==> config.mk <==
export PLATFORM = sky130hd
export DESIGN_NAME = txdma_status_unit
export DESIGN_NICKNAME = d
export VERILOG_FILES = /design/src/rtl/txdma_pkg.sv /design/src/rtl/txdma_reg_decode.sv /design/src/rtl/txdma_lane.sv /design/src/rtl/txdma_err_bank.sv /design/src/rtl/txdma_status_unit.sv
export SDC_FILE = /design/constraint.sdc
export NUM_CORES = 1
export LEC_CHECK = 0
export BUFFER_PORTS_ARGS = -buffer_cell sky130_fd_sc_hd__clkbuf_2
export CORE_ASPECT_RATIO = 1.25
export CORE_MARGIN = 2
export CORE_UTILIZATION = 60
export DETAILED_ROUTE_END_ITERATION = 8
export PLACE_DENSITY = 0.82
export SLEW_MARGIN = 0
export SYNTH_ARGS = -nofsm -noshare
export SYNTH_HDL_FRONTEND = slang
export SYNTH_SLANG_ARGS = --single-unit
==> constraint.sdc <==
create_clock -name clk -period 4.5 [get_ports clk]
set_clock_uncertainty 0.2 [all_clocks]
set_input_delay 0.225 -clock clk [delete_from_list [all_inputs] [get_ports clk]]
set_output_delay 0.225 -clock clk [all_outputs]
set_load 0.02 [all_outputs]
==> src/rtl/txdma_pkg.sv <==
package txdma_pkg;

    typedef enum logic [1:0] {
        MODE_OFF       = 2'b00,
        MODE_PAUSE_EOF = 2'b01,
        MODE_RUN       = 2'b10,
        MODE_RSVD      = 2'b11
    } run_mode_e;

    typedef struct packed {
        run_mode_e mode;
        logic      credit_en;
    } chan_ctrl_t;

    localparam int CH_STRIDE    = 32'h20;
    localparam int OFS_CTRL     = 32'h0;
    localparam int OFS_CREDIT   = 32'h4;
    localparam int STATUS_ADDR  = 32'h100;
    localparam int ERROR_ADDR   = 32'h104;

    localparam int MODE_MSB     = 31;
    localparam int MODE_LSB     = 30;
    localparam int CEN_BIT      = 3;

    localparam int EMPTY_POS    = 24;
    localparam int IDLE_POS     = 16;
    localparam int ACT_ERR_POS  = 9;
    localparam int CRED_ERR_POS = 0;
    localparam int LEN_ERR_BIT  = 30;
    localparam int ADDR_ERR_BIT = 31;

    function automatic logic [31:0] pack_ctrl(input chan_ctrl_t c);
        logic [31:0] w;
        w = '0;
        w[MODE_MSB:MODE_LSB] = c.mode;
        w[CEN_BIT]           = c.credit_en;
        return w;
    endfunction

    function automatic chan_ctrl_t unpack_ctrl(input logic [1:0] m, input logic cen);
        chan_ctrl_t c;
        c.mode      = run_mode_e'(m);
        c.credit_en = cen;
        return c;
    endfunction

endpackage

==> src/rtl/txdma_reg_decode.sv <==
module txdma_reg_decode
    import txdma_pkg::*;
#(
    parameter int NCH = 8,
    parameter int AW  = 9
) (
    input  logic          reg_we,
    input  logic [AW-1:0] reg_addr,
    output logic [NCH-1:0] ctrl_we,
    output logic [NCH-1:0] credit_we,
    output logic          err_we
);
    for (genvar c = 0; c < NCH; c++) begin : g_dec
        assign ctrl_we[c]   = reg_we && (reg_addr == AW'(c * CH_STRIDE + OFS_CTRL));
        assign credit_we[c] = reg_we && (reg_addr == AW'(c * CH_STRIDE + OFS_CREDIT));
    end

    assign err_we = reg_we && (reg_addr == AW'(ERROR_ADDR));
endmodule

==> src/rtl/txdma_lane.sv <==
module txdma_lane
    import txdma_pkg::*;
#(
    parameter int CW = 8
) (
    input  logic          clk,
    input  logic          rst,
    input  logic          ctrl_we,
    input  logic [1:0]    wr_mode,
    input  logic          wr_cen,
    input  logic          credit_we,
    input  logic [CW-1:0] wr_credit,
    input  logic          act_load,
    input  logic          credit_ret,
    input  logic          xfer_done,
    input  logic          fifo_full,
    output chan_ctrl_t    ctrl,
    output logic [CW-1:0] credit,
    output logic          pending,
    output logic          inflight,
    output logic          issue,
    output logic          cred_err_ev,
    output logic          act_err_ev
);
    localparam logic [CW-1:0] CMAX = '1;

    chan_ctrl_t    ctrl_q;
    logic [CW-1:0] credit_q;
    logic          pending_q, inflight_q, issue_q;
    logic          issue_ok;

    assign issue_ok = pending_q && !inflight_q && (ctrl_q.mode == MODE_RUN)
                      && ctrl_q.credit_en && (credit_q != '0);

    always_ff @(posedge clk) begin
        if (rst) begin
            ctrl_q     <= unpack_ctrl(2'b00, 1'b0);
            credit_q   <= '0;
            pending_q  <= 1'b0;
            inflight_q <= 1'b0;
            issue_q    <= 1'b0;
        end else begin
            if (ctrl_we)
                ctrl_q <= unpack_ctrl(wr_mode, wr_cen);

            if (credit_we)
                credit_q <= wr_credit;
            else if (issue_ok && !credit_ret)
                credit_q <= credit_q - 1'b1;
            else if (!issue_ok && credit_ret && credit_q != CMAX)
                credit_q <= credit_q + 1'b1;

            if (act_load && !pending_q)
                pending_q <= 1'b1;
            else if (issue_ok)
                pending_q <= 1'b0;

            if (issue_ok)
                inflight_q <= 1'b1;
            else if (xfer_done)
                inflight_q <= 1'b0;

            issue_q <= issue_ok;
        end
    end

    assign ctrl        = ctrl_q;
    assign credit      = credit_q;
    assign pending     = pending_q;
    assign inflight    = inflight_q;
    assign issue       = issue_q;
    assign cred_err_ev = fifo_full && (credit_q != '0);
    assign act_err_ev  = act_load && pending_q;
endmodule

==> src/rtl/txdma_err_bank.sv <==
module txdma_err_bank
    import txdma_pkg::*;
#(
    parameter int NCH = 8
) (
    input  logic           clk,
    input  logic           rst,
    input  logic [NCH-1:0] cred_ev,
    input  logic [NCH-1:0] act_ev,
    input  logic           len_ev,
    input  logic           addr_ev,
    input  logic           err_we,
    input  logic [31:0]    clr_mask,
    output logic [31:0]    err_q
);
    logic [31:0] set_vec, impl_mask, clr_vec;

    always_comb begin
        set_vec   = '0;
        impl_mask = '0;
        for (int c = 0; c < NCH; c++) begin
            set_vec[CRED_ERR_POS + c]  = cred_ev[c];
            set_vec[ACT_ERR_POS + c]   = act_ev[c];
            impl_mask[CRED_ERR_POS + c] = 1'b1;
            impl_mask[ACT_ERR_POS + c]  = 1'b1;
        end
        set_vec[LEN_ERR_BIT]    = len_ev;
        set_vec[ADDR_ERR_BIT]   = addr_ev;
        impl_mask[LEN_ERR_BIT]  = 1'b1;
        impl_mask[ADDR_ERR_BIT] = 1'b1;
        clr_vec = err_we ? clr_mask : '0;
    end

    always_ff @(posedge clk) begin
        if (rst)
            err_q <= '0;
        else
            err_q <= ((err_q & ~clr_vec) | set_vec) & impl_mask;
    end
endmodule

==> src/rtl/txdma_status_unit.sv <==
module txdma_status_unit
    import txdma_pkg::*;
#(
    parameter int NCH = 8,
    parameter int CW  = 8,
    parameter int AW  = 9
) (
    input  logic                   clk,
    input  logic                   rst,
    input  logic                   reg_we,
    input  logic [AW-1:0]          reg_addr,
    input  logic [31:0]            reg_wdata,
    output logic [31:0]            reg_rdata,
    input  logic                   act_valid,
    input  logic [$clog2(NCH)-1:0] act_chan,
    input  logic [NCH-1:0]         credit_ret,
    input  logic [NCH-1:0]         fifo_full,
    input  logic [NCH-1:0]         xfer_done,
    input  logic                   host_len_err,
    input  logic                   mem_addr_err,
    output logic [NCH-1:0]         req_issue
);
    localparam int CHW = $clog2(NCH);

    logic [NCH-1:0]    ctrl_we, credit_we;
    logic              err_we;
    chan_ctrl_t        ctrl     [NCH];
    logic [CW-1:0]     credit   [NCH];
    logic [NCH-1:0]    pend_vec, busy_vec, cred_ev, act_ev;
    logic [NCH*CW-1:0] credit_flat;
    logic [31:0]       err_q, status;

    txdma_reg_decode #(.NCH(NCH), .AW(AW)) u_dec (
        .reg_we    (reg_we),
        .reg_addr  (reg_addr),
        .ctrl_we   (ctrl_we),
        .credit_we (credit_we),
        .err_we    (err_we)
    );

    for (genvar c = 0; c < NCH; c++) begin : g_lane
        txdma_lane #(.CW(CW)) u_lane (
            .clk         (clk),
            .rst         (rst),
            .ctrl_we     (ctrl_we[c]),
            .wr_mode     (reg_wdata[MODE_MSB:MODE_LSB]),
            .wr_cen      (reg_wdata[CEN_BIT]),
            .credit_we   (credit_we[c]),
            .wr_credit   (reg_wdata[CW-1:0]),
            .act_load    (act_valid && (act_chan == CHW'(c))),
            .credit_ret  (credit_ret[c]),
            .xfer_done   (xfer_done[c]),
            .fifo_full   (fifo_full[c]),
            .ctrl        (ctrl[c]),
            .credit      (credit[c]),
            .pending     (pend_vec[c]),
            .inflight    (busy_vec[c]),
            .issue       (req_issue[c]),
            .cred_err_ev (cred_ev[c]),
            .act_err_ev  (act_ev[c])
        );
        assign credit_flat[c*CW +: CW] = credit[c];
    end

    txdma_err_bank #(.NCH(NCH)) u_err (
        .clk      (clk),
        .rst      (rst),
        .cred_ev  (cred_ev),
        .act_ev   (act_ev),
        .len_ev   (host_len_err),
        .addr_ev  (mem_addr_err),
        .err_we   (err_we),
        .clr_mask (reg_wdata),
        .err_q    (err_q)
    );

    always_comb begin
        status = '0;
        for (int c = 0; c < NCH; c++) begin
            status[EMPTY_POS + c] = !busy_vec[c];
            status[IDLE_POS + c]  = !pend_vec[c];
        end
    end

    always_comb begin
        reg_rdata = '0;
        if (reg_addr == AW'(STATUS_ADDR))
            reg_rdata = status;
        else if (reg_addr == AW'(ERROR_ADDR))
            reg_rdata = err_q;
        for (int c = 0; c < NCH; c++) begin
            if (reg_addr == AW'(c * CH_STRIDE + OFS_CTRL))
                reg_rdata = pack_ctrl(ctrl[c]);
            if (reg_addr == AW'(c * CH_STRIDE + OFS_CREDIT))
                reg_rdata = 32'(credit[c]);
        end
    end
endmodule

## Word-level counts from Yosys, hierarchy flattened

Cells that the tools add are included.

| storage, ports and cells | value |
|---|---|
| register bits after elaboration | 144 |
| logic and storage cells | 355 |
| input bits | 74 |

| operators by class | value |
|---|---|
| add/subtract/negate cells | 16 |
| bitwise operators | 3 |
| equal/unequal tests | 40 |
| multiplexer cells | 75 |
| reductions and logical operators | 171 |

Operator list:

| cell | count |
|---|---|
| two-way mux 32 bit | 19 |
| two-way mux 8 bit | 24 |
| logical AND 1 bit | 105 |
| == test 9 x 8 -> 1 bit, second input constant | 8 |
| adder 8 x 1 -> 8 bit, second input constant | 8 |
| inequality test 8 bit, second input constant | 8 |
| nonzero test 8 bit | 8 |
| subtractor 8 x 1 -> 8 bit, second input constant | 8 |
| == test 9 x 7 -> 1 bit, second input constant | 4 |
| AND 32 bit | 1 |
| zero test 1 bit | 32 |
| two-way mux 1 bit | 32 |
| NOT 32 bit | 1 |
| OR 32 bit | 1 |
| nonzero test 2 bit | 16 |
| nonzero test 3 bit | 8 |
| == test 9 x 6 -> 1 bit, second input constant | 2 |
| == test 9 bit, second input constant | 2 |
| == test 2 bit, second input constant | 8 |
| == test 3 bit, second input constant | 4 |
| == test 9 x 3 -> 1 bit, second input constant | 1 |
| zero test 9 bit | 1 |
| == test 3 x 2 -> 1 bit, second input constant | 2 |
| == test 3 x 1 -> 1 bit, second input constant | 1 |
| zero test 3 bit | 1 |

## Depth between registers and ports, before layout

| depth | value |
|---|---|
| depth after elaboration | 19 |
| depth in mapped cells | 14 |
| gate-level depth less buffers | 13 |

## By module

A second synthesis with hierarchy kept.

| second synthesis, totals | value |
|---|---|
| cell total of the unflattened synthesis | 1,256 |
| area, all modules | 10,343.7 µm² |

By module, submodules not included:

| module | seq. area each (µm²) | area an instance (µm²) | cells an instance | times used |
|---|---|---|---|---|
| txdma_lane | 280.3 | 980.9 | 116 | 8 |
| txdma_status_unit | 0.0 | 1,338.8 | 206 | 1 |
| txdma_err_bank | 360.3 | 872.1 | 91 | 1 |
| txdma_reg_decode | 0.0 | 285.3 | 31 | 1 |

## Worst setup path after synthesis

Ideal clock, no wire load.

| timing | value |
|---|---|
| path type | reg2reg |
| from | register g_lane[4].u_lane.credit_q[0] |
| to | register g_lane[4].u_lane.credit_q[7] |
| arrival time | 2.816 ns |
| buffers on the path | 0 |
| library setup time | 0.070 ns |
| cell stages (with the launch flop) | 13 |
| path slack | 1.414 ns |
| data required time | 4.230 ns |
| cells stage by stage | dfxtp_1 nor4_1 a211o_1 nand2b_4 inv_1 ha_1 a21oi_1 nor2_1 o41a_1 o211a_1 o21ai_0 or3b_1 a21oi_1 |

| between the ends | value |
|---|---|
| cells in the longest elaborated chain, start to end | 6 |
| elaborated cells between the ends (all ways) | 13 |

Ends and longest elaborated chain:

| what | RTL line | text |
|---|---|---|
| start, declared | txdma_lane.sv:28 | `logic [CW-1:0] credit_q;` |
| start signal, assigned | txdma_lane.sv:47 | `credit_q <= wr_credit;` |
| start signal, assigned | txdma_lane.sv:49 | `credit_q <= credit_q - 1'b1;` |
| start signal, assigned | txdma_lane.sv:51 | `credit_q <= credit_q + 1'b1;` |
| parallel branches: the longest is 6 deep, another holds adder 8 x 1 -> 8 bit | n/a |  |

Parallel ways; which one is timed is not known. The select of a mux whose other input is x is not followed.
A chain may end at the register's enable or synchronous reset.

## Worst setup path in the final report

| timing | value |
|---|---|
| from | register g_lane[4].u_lane.credit_q[3] |
| to | register g_lane[4].u_lane.credit_q[7] |

Same word-level chain as after synthesis.

==> results.yml <==
die:
  die_w_um: 115
  core_area_um2: 15000
  die_y_um: 143
  ios: 114
  dieArea_um2: 16400
  initial_core_util_pct: 61.6
  rows: 50
worst_setup_path:
  cp.required_ps: 4660
  crit_path_max_incr_delay_ps: 510
  crit_chain: "nor4_1 > a211o_1 > nand2b_4 > inv_1 > ha_1 > a21oi_1 > nor2_1 > o41a_1 > o211a_1 > o21ai_0 > or3b_1 > a21oi_1"
  crit_path_start_kind: "register"
  worstSetupPathType: "reg -> reg"
  crit_path_max_fanout: 6
  crit_top_cell: "a21oi_1"
  arrival_ps: 3930
  slowest_stage: "nor4_1"
  end_kind: "register"
  reg2regPathDepth: 12
  r2r_start: "g_lane[4].u_lane.credit[3]"
  cp-startpoint: "g_lane[4].u_lane.credit[3]"
logic_synthesis:
  synth-seq-cells: 130
  synth_nets: 1365
  syn_area_um2: 9240
  avgSynthCellArea_um2: 7.48
  synth-async-reset-ratio_pct: 0
  synth_most_common_cell: "nor2_1"
  netlist_instances: 1235
  synth.distinct_cells: 76
  synth_warnings: 0
  synth.largest_area_cell: "dfxtp_1"
  synth_ff_type: "dfxtp_1"
  yosys-top-cells-area: "dfxtp_1 (28%), ha_1 (6.5%), nor2_1 (6.0%), nand2_1 (5.6%), o21ai_0 (5.4%)"
  synth_common_cells: "nor2_1 (147), nand2_1 (139), dfxtp_1 (130)"
  synth_edf_count: 0
  yosysTopAreaCellShare_pct: 28.2
  seq_area_frac_synth_pct: 28.2
placement:
  place.gp.congestion: 0.982
  hpwlAfterDp_um: 21100
  portBuffers: 98
  dp_cells: 1447
cells_and_area:
  stdcell_count: 1506
  n_antenna_cell: 0
  final.fill_count: 1262
  utilization_pct: 69.8
  fin_nets: 1442
  areaGrowthSynthToFinish_pct: 13.3
  drive_gt1_share_pct: 12.7
power_and_ir_drop:
  power.total_mw: 2.92
  powerDensity_nw_per_um2: 279
  vdd_drop_max_v: 0.000254
  p_sw_share_pct: 28.7
  leakage_nw: 4.29
  pwr-share-comb_pct: 11.8
  pwr-share-clk_pct: 46.0
  seqPwrFrac_pct: 42.2
  p_switching_uw: 838
  intPower_mw: 2.08
clock_tree:
  cts_tree: "built"
  cts_resized: 0
  cts_buffers: 17
  clk_pin_slew_ps: 60
  clk_latency_ps: 430
  htreeDepth: 4
  cts_root_buffer: "clkbuf_16"
  cts_setup_buffers: 0
  clockBufferDepth: 2
  cts_sinks: 130
timing:
  max_slew_margin_pct: 28.1
  setup_violations: 0
  grt_setup_unrepaired: "false"
  timing.fmax_mhz: 265
  tns_ps: 0
  drv_slew: 0
  hold_viol_final: 0
  post-route-period-util_pct: 83.8
  worstMarginPinSlew_ps: 1050
  min_period_ps: 3770
hold_path:
  hold_depth: 2
  hold_start: "rst"
  worstHoldPathType: "in -> reg"
job:
  drv_cap: 0
detailed_routing:
  drt_iter0_markers: 1118
  post_drt_wl_per_cell_um: 19.9
  vias: 9830
  postRouteAntennaNets: 0
  drtPass1Iterations: 6
  routed_wl_um: 30000
  viasPerCell: 6.53
  drc: 0
global_route:
  track_usage_pct: 37.1
  grt_pass1_vias: 9381
  grt_max_degree: 74
  grt.overflow.total: 0
  antenna_found_initial: 0
  grt_pass1_wl_um: 47700
run_status:
  status: "completed"
-- power by group through the flow --
stage	Combinational (mW)	Sequential (mW)	Clock (mW)
finish	0.344	1.23	1.34
global route	0.376	1.24	1.39
detailed placement	0.311	1.26	0
CTS	0.334	1.23	1.35
floorplan	0.225	1.24	0
global placement	0.305	1.26	0
-- kinds of logic after synthesis --
group	synth area share [%]
buffers and inverters	6.47
and+or+nand+nor	26.7
AOI/OAI and AO/OA	25.2
xor gates and xnor gates	2.56
other	0.0406
adders and majority gates	8.23
DFF	28.2
muxes	2.72
-- stage by stage --
stage	hold slack (ps)	setup slack, ps	area (um^2)
after CTS	3.43	789	10500
final	39.0	729	10500
after global placement	229	930	9640
after detailed placement	241	809	9640
after global routing	50.1	553	10500
after floorplan	142	1410	9240
-- cell type report --
cell class / instances / area, um^2 / share of cell area (%)
multi-input combinational: 972 / 6040 / 57.7
sequential: 130 / 2600 / 24.8
timing repair buffer: 133 / 826 / 7.88
clock buffer: 18 / 429 / 4.10
tap: 182 / 228 / 2.17
inverter: 58 / 218 / 2.08
clock inverter: 13 / 129 / 1.23
-- state kept, by name, summed over array words and instances, names as in the netlist --
register and count:
g_lane.u_lane.ctrl 24, g_lane.u_lane.inflight 8, g_lane.u_lane.credit 64, u_err.err_q 18
g_lane.u_lane.issue 8, g_lane.u_lane.pending 8
-- what timing repair did --
action | CTS | global route
hold endpoints to repair | 37 | 0
hold buffers | 28 | 0
setup endpoints to repair | 0 | 0
-- cell usage in the layout (no fill, tap or decap), drive strengths merged, types with 8 or more instances in the layout --
cell type	count
nor2	148
nand2	140
dfxtp	130
clkbuf	115
o21ai	100
a21oi	94
inv	64
nor3	53
ha	48
nand3	37
a211oi	37
dlygate4sd3	28
nor2b	27
a22oi	27
nor4	20
nand4	18
nand2b	17
mux2i	16
xnor2	15
o21a	14
and2	13
xor2	12
o211a	11
or2	11
o211ai	10
a21boi	9
a221oi	8
a31oi	8
a21o	8
fa	8
buf	8
-- worst max-delay path, delay by kind of cell (launching register included) --
family / cells / cell delay, ps
flops: 1 / 370
fa+ha+maj: 1 / 290
simple gates: 4 / 1180
buf+inv: 1 / 120
compound gates: 6 / 1540
-- layer usage --
metal,GRT usage [%],up-vias,share of wire [%]
met1,45.0,4577,38
met5,0,-,0
met3,5.48,126,9.0
met4,22.1,0,5.7
met2,61.8,560,47
li1,-,4567,-
-- path summary, 6_finish.rpt --
path	to	slack (ps)
worst max-delay path	g_lane[4].u_lane.credit[7]	730
worst min-delay path	g_lane[7].u_lane.inflight	40
worst max register to register	g_lane[4].u_lane.credit[7]	730
worst min register to register	g_lane[5].u_lane.ctrl[0]	280
No activity file was read; power rests on OpenSTA's default activity.
